===== src/rtl/lt_sram_pkg.sv =====
package lt_sram_pkg;
    // Cycle type held in each pipeline stage
    typedef enum logic [1:0] {
        CYC_IDLE  = 2'd0,
        CYC_READ  = 2'd1,
        CYC_WRITE = 2'd2
    } cyc_e;
endpackage


===== src/rtl/lt_sram_ctrl.sv =====
module lt_sram_ctrl
    import lt_sram_pkg::*;
#(
    parameter int ADDR_W = 6,
    parameter int LANES  = 4
) (
    input  logic              clk,
    input  logic              rst_n,
    input  logic              en,
    input  logic              ld_n,
    input  logic              sel,
    input  logic              rd_nwr,
    input  logic [ADDR_W-1:0] addr,
    input  logic [LANES-1:0]  lane_we_n,
    output cyc_e              s2_typ,
    output logic [ADDR_W-1:0] s2_addr,
    output logic [LANES-1:0]  s2_be
);
    // State = type of cycle taken at the last active edge (stage 1)
    cyc_e              cur_st;
    cyc_e              nxt_st;
    cyc_e              load_typ;
    logic [ADDR_W-1:0] s1_addr;
    logic [LANES-1:0]  s1_be;

    always_comb begin
        if (!sel)        load_typ = CYC_IDLE;   // LOAD_DESEL
        else if (rd_nwr) load_typ = CYC_READ;   // LOAD_READ
        else             load_typ = CYC_WRITE;  // LOAD_WRITE
    end

    // Next-state: ADVANCE keeps the state, a load takes the decoded type
    always_comb begin
        nxt_st = cur_st;
        unique case (cur_st)
            CYC_IDLE:  if (!ld_n) nxt_st = load_typ;
            CYC_READ:  if (!ld_n) nxt_st = load_typ;
            CYC_WRITE: if (!ld_n) nxt_st = load_typ;
            default:   nxt_st = CYC_IDLE;
        endcase
    end

    // State register
    always_ff @(posedge clk or negedge rst_n) begin
        if (!rst_n)  cur_st <= CYC_IDLE;
        else if (en) cur_st <= nxt_st;
    end

    // Stage registers: address and lane enables follow the state
    always_ff @(posedge clk or negedge rst_n) begin
        if (!rst_n) begin
            s1_addr <= '0;
            s1_be   <= '0;
            s2_typ  <= CYC_IDLE;
            s2_addr <= '0;
            s2_be   <= '0;
        end else if (en) begin
            s1_addr <= addr;
            s1_be   <= ~lane_we_n;
            s2_typ  <= cur_st;
            s2_addr <= s1_addr;
            s2_be   <= s1_be;
        end
    end
endmodule


===== src/rtl/lt_sram_wbuf.sv =====
module lt_sram_wbuf
    import lt_sram_pkg::*;
#(
    parameter int ADDR_W = 6,
    parameter int LANES  = 4,
    parameter int LANE_W = 8,
    localparam int DW    = LANES * LANE_W
) (
    input  logic              clk,
    input  logic              rst_n,
    input  logic              en,
    input  cyc_e              s2_typ,
    input  logic [ADDR_W-1:0] s2_addr,
    input  logic [LANES-1:0]  s2_be,
    input  logic [DW-1:0]     wdata,
    input  logic [ADDR_W-1:0] rd_addr,
    input  logic [DW-1:0]     arr_q,
    output logic              cm_vld,
    output logic [ADDR_W-1:0] cm_addr,
    output logic [LANES-1:0]  cm_be,
    output logic [DW-1:0]     cm_data,
    output logic [DW-1:0]     fwd_q
);
    logic hit;

    // Data arrives while its write sits in stage 2: capture for commit
    always_ff @(posedge clk or negedge rst_n) begin
        if (!rst_n) begin
            cm_vld  <= 1'b0;
            cm_addr <= '0;
            cm_be   <= '0;
            cm_data <= '0;
        end else if (en) begin
            cm_vld  <= (s2_typ == CYC_WRITE);
            cm_addr <= s2_addr;
            cm_be   <= s2_be;
            cm_data <= wdata;
        end
    end

    assign hit = cm_vld && (cm_addr == rd_addr);

    for (genvar i = 0; i < LANES; i++) begin : g_merge
        assign fwd_q[i*LANE_W +: LANE_W] = (hit && cm_be[i]) ? cm_data[i*LANE_W +: LANE_W]
                                                             : arr_q[i*LANE_W +: LANE_W];
    end
endmodule


===== src/rtl/lt_sram_array.sv =====
module lt_sram_array #(
    parameter int ADDR_W = 6,
    parameter int LANES  = 4,
    parameter int LANE_W = 8,
    localparam int DEPTH = 1 << ADDR_W,
    localparam int DW    = LANES * LANE_W
) (
    input  logic              clk,
    input  logic              en,
    input  logic              we,
    input  logic [ADDR_W-1:0] waddr,
    input  logic [LANES-1:0]  wbe,
    input  logic [DW-1:0]     wdata,
    input  logic [ADDR_W-1:0] raddr,
    output logic [DW-1:0]     rdata
);
    for (genvar i = 0; i < LANES; i++) begin : g_lane
        logic [LANE_W-1:0] mem [DEPTH];

        always_ff @(posedge clk) begin
            if (en && we && wbe[i]) mem[waddr] <= wdata[i*LANE_W +: LANE_W];
        end

        assign rdata[i*LANE_W +: LANE_W] = mem[raddr];
    end
endmodule


===== src/rtl/lt_sram_core.sv =====
module lt_sram_core
    import lt_sram_pkg::*;
#(
    parameter int ADDR_W = 6,
    parameter int LANES  = 4,
    parameter int LANE_W = 8,
    localparam int DW    = LANES * LANE_W
) (
    input  logic              clk,
    input  logic              rst_n,
    input  logic              clk_en_n,
    input  logic              cs_n,
    input  logic              cs_hi,
    input  logic              cs2_n,
    input  logic              ld_n,
    input  logic              rd_nwr,
    input  logic [ADDR_W-1:0] addr,
    input  logic [LANES-1:0]  lane_we_n,
    input  logic [DW-1:0]     wdata,
    input  logic              oe_n,
    output logic [DW-1:0]     rdata,
    output logic              rdata_vld,
    output logic              bus_drive
);
    logic              en;
    logic              sel;
    cyc_e              s2_typ;
    logic [ADDR_W-1:0] s2_addr;
    logic [LANES-1:0]  s2_be;
    logic              cm_vld;
    logic [ADDR_W-1:0] cm_addr;
    logic [LANES-1:0]  cm_be;
    logic [DW-1:0]     cm_data;
    logic [DW-1:0]     arr_q;
    logic [DW-1:0]     fwd_q;

    assign en  = ~clk_en_n;
    assign sel = ~cs_n & cs_hi & ~cs2_n;

    lt_sram_ctrl #(.ADDR_W(ADDR_W), .LANES(LANES)) u_ctrl (
        .clk(clk), .rst_n(rst_n), .en(en), .ld_n(ld_n), .sel(sel),
        .rd_nwr(rd_nwr), .addr(addr), .lane_we_n(lane_we_n),
        .s2_typ(s2_typ), .s2_addr(s2_addr), .s2_be(s2_be)
    );

    lt_sram_wbuf #(.ADDR_W(ADDR_W), .LANES(LANES), .LANE_W(LANE_W)) u_wbuf (
        .clk(clk), .rst_n(rst_n), .en(en), .s2_typ(s2_typ), .s2_addr(s2_addr),
        .s2_be(s2_be), .wdata(wdata), .rd_addr(s2_addr), .arr_q(arr_q),
        .cm_vld(cm_vld), .cm_addr(cm_addr), .cm_be(cm_be), .cm_data(cm_data),
        .fwd_q(fwd_q)
    );

    lt_sram_array #(.ADDR_W(ADDR_W), .LANES(LANES), .LANE_W(LANE_W)) u_array (
        .clk(clk), .en(en), .we(cm_vld), .waddr(cm_addr), .wbe(cm_be),
        .wdata(cm_data), .raddr(s2_addr), .rdata(arr_q)
    );

    // Output register: read data lands two active edges after its address
    always_ff @(posedge clk or negedge rst_n) begin
        if (!rst_n) begin
            rdata_vld <= 1'b0;
            rdata     <= '0;
        end else if (en) begin
            rdata_vld <= (s2_typ == CYC_READ);
            if (s2_typ == CYC_READ) rdata <= fwd_q;
        end
    end

    assign bus_drive = rdata_vld & ~oe_n;
endmodule


===== config.mk =====
export PLATFORM = sky130hd
export DESIGN_NAME = lt_sram_core
export DESIGN_NICKNAME = d
export VERILOG_FILES = /design/src/rtl/lt_sram_pkg.sv /design/src/rtl/lt_sram_ctrl.sv /design/src/rtl/lt_sram_wbuf.sv /design/src/rtl/lt_sram_array.sv /design/src/rtl/lt_sram_core.sv
export SDC_FILE = /design/constraint.sdc
export NUM_CORES = 2
export LEC_CHECK = 0
export CORE_MARGIN = 2
export CORE_UTILIZATION = 30
export CTS_CLUSTER_SIZE = 16
export DETAILED_ROUTE_END_ITERATION = 16
export PLACE_DENSITY_LB_ADDON = 0.08
export SLEW_MARGIN = 25
export SYNTH_ARGS = -nofsm -noshare
export SYNTH_HDL_FRONTEND = slang
export SYNTH_SLANG_ARGS = --single-unit

===== constraint.sdc =====
create_clock -name clk -period 3.5 [get_ports clk]
set_input_delay 0.875 -clock clk [delete_from_list [all_inputs] [get_ports clk]]
set_output_delay 0.875 -clock clk [all_outputs]
set_load 0.03 [all_outputs]

==> results.md <==
- Total clock sinks: between 2000 and 2500
- Dpl hpwl: around 170 mm
- Vias per inst: roughly 5
- VDD IR-drop max: 0.374 mV
- Critical Path AT: ~4000 ps
- Crit path capture type: register
- PortBufs: 84
- Die height: around 530 µm
- Met3 global-route usage: 2.89%
- Relative slew margins: between 30% and 40%
- # setup viols final: 0
- Final core occ: around 36%
- Global-route wire length before repair: approximately 360 mm
- Cell variety after synth: 56
- GRT Residual Overflow: 0
- Cell family with the largest share of critical-path delay: simple AND/OR/NAND/NOR gates
- Syn Inst Count: around 3900
- Post-route minimum period: about 3200 ps
- Final wirelength: ~260 mm
- Post-synth EDFFs: approximately 2000
- Area leader, netlist: edfxtp_1
- CP Buf/Inv Count: 0
- Initial Utilization: around 30%
- Fin crit share: ~92%
- Leak: between 30 and 40 nW
- Clock transition at path regs: around 60 ps
- FF+latch count, synth: about 2100
- CP Class: register to register
- Most frequent cells in the layout: edfxtp_1 (2048), mux4_2 (557), buf_4 (380)
- Worst-path fanout max: 28
- Initial drt markers: 3604
- Max cap viols: 0
- RSZ-0062 raised after global routing: false
- WL/cell: roughly 31 µm
- Initial antenna violation count: 7
- GPL Wtd Cong: 0.793
- Sequential share of the synthesized area: 76.8%
- Met1 GRT Util: 25.6%
- Remaining DRCs: 0
- Avg Synthesized Cell Area: approximately 21 µm²
- Final hold vios: 0
- Worst setup SP type: register
- Io pins: 85
- Mapped Area: ~83000 µm²
- Crit-path cells: xnor2_1 -> nand4_1 -> or2_2 -> o31ai_1 -> o21ai_1
- Critical Path RT: ~4300 ps
- HP Class: register to register
- H-Tree Level Count: 4
- Die area: 282000 µm²
- Vias in the first global route: around 43000
- Main flop type after synthesis: edfxtp_1
- Slowest CP cell: dfrtp_4
- Max-slew violation count: 0
- Max Freq: around 310 MHz
- Synth area leaders: edfxtp_1 (74%), mux4_2 (15%), dfrtp_1 (3.0%)
- Syn_nets: 3935
- Vias: 41035
- Share of synthesized flip-flops with an asynchronous set or reset: about 4.7%
- Layout cell share with drive strength beyond 1: between 30% and 40%
- GR Layer Usage met2: roughly 30%
- Final ANT Viol Nets: 0
- CP max stage delay: between 800 and 900 ps
- Pwr dens: about 630 nW/µm²
- Final Skew: approximately 65 ps
- Layout area overhead: 19.1%
- Clock Latency Late Sink: 910 ps
- First-pass DRT Iterations: 5
- Share of the synthesized area in the top cell type: between 70% and 80%
- Setup TNS: 0 ps
- Most common cell after layout, fill and taps aside: edfxtp_1
- Pin count of the biggest net entering global routing: 83
- Rows: slightly below 200
- Clock tree buffer depth: 4
- CTS buffer count: around 240
- Nets: 4458
- Overall Global Routing Usage: around 18%
- Synth warn: 0
- CTS tree: built
- Die Width: 531 µm
- Worst Tran Pin Value: 1010 ps
- Core Box Area: approximately 280000 µm²
- GRT busiest layer: met2
- CTS root buf: clkbuf_16
- Outcome: finished clean
## synth_stat cells, types with 11 or more instances
cell and n:
edfxtp_1 2048, o22ai_1 15, dfrtp_1 100, a22oi_1 96
buf_1 38, a21oi_1 38, mux4_2 557, clkbuf_1 93
mux2_2 55, buf_6 22, buf_4 34, nor2_1 288
o21ai_0 20, nor3_1 19, mux2i_1 46, nand2_1 195
and3_1 11, nand2b_1 11, buf_2 39
## per-stage QoR
step	power [mW]	instances	hold slack (ps)	cell area, µm²	setup WS (ps)
after CTS	63.8	8308	467	99200	241
final	62.8	8317	491	99300	276
after detailed placement	38.3	7865	480	91400	-177
after global placement	38.3	7863	478	91400	-162
after global routing	65.0	8311	476	99300	224
after floorplan	34.4	3884	449	83400	967
## what timing repair did
| item | in CTS | in global routing |
|---|---|---|
| resized for setup | 0 | 0 |
| setup buffers | 0 | 0 |
| endpoints found under the hold margin | 17 | 0 |
| hold buffers | 1 | 0 |
## cell families after synthesis
family	synth area share, %
simple gates	2.92
buf+inv	1.67
flops	76.8
xor+xnor	0.0630
mux	16.6
compound gates	1.96
## worst register-to-register path, delay by kind of cell (launching register included)
family,cells,cell delay (ps)
and+or+nand+nor,2,1240
DFF,1,870
xor gates and xnor gates,1,230
AOI/OAI and AO/OA,2,780
## power by group
| group | internal (mW) | switching (mW) | total [mW] |
|---|---|---|---|
| registers | 28.8 | 0.990 | 29.8 |
| logic | 3.29 | 4.40 | 7.69 |
| clock network | 14.9 | 10.4 | 25.3 |
## final timing paths
check                                              start  cells past startpoint                              to  slack [ps]
setup reg to reg           u_ctrl.s2_addr[2]$_DFFE_PN0N_                      5           rdata[11]$_DFFE_PN0P_         280
hold / removal               u_ctrl.s1_be[3]$_DFFE_PN0N_                      2     u_ctrl.s1_be[3]$_DFFE_PN0N_         490
max in group asynchronous                          rst_n                      3  u_wbuf.cm_data[23]$_DFFE_PN0N_        2100
setup / recovery           u_ctrl.s2_addr[2]$_DFFE_PN0N_                      5           rdata[11]$_DFFE_PN0P_         280
min in group asynchronous                          rst_n                      2  u_wbuf.cm_data[11]$_DFFE_PN0N_         520
hold reg to reg              u_ctrl.s1_be[3]$_DFFE_PN0N_                      2     u_ctrl.s1_be[3]$_DFFE_PN0N_         490
## layout make-up
cell class	count	area, µm²
Fill cell	25587	177000
Sequential cell	2148	64100
Multi-Input combinational cell	1485	18000
Clock buffer	292	6300
Timing Repair Buffer	511	4640
Tap cell	3705	4640
Clock inverter	150	1520
Inverter	18	70.1
Antenna cell	8	20.0
## registers in the layout, summed over array words and instances (netlist names), 6 cells and up
name and cells:
u_ctrl.s1_addr 6, u_ctrl.s2_addr 6, u_array.g_lane.mem 2048, u_wbuf.cm_data 32, rdata 32, u_wbuf.cm_addr 6
## layer usage
metal	up-vias	routed length (µm)
met5	-	0
met4	0	5820
met3	308	11500
met2	970	126000
met1	22571	116000
li1	17186	-
Note: power is estimated with default switching activity, not from simulation.
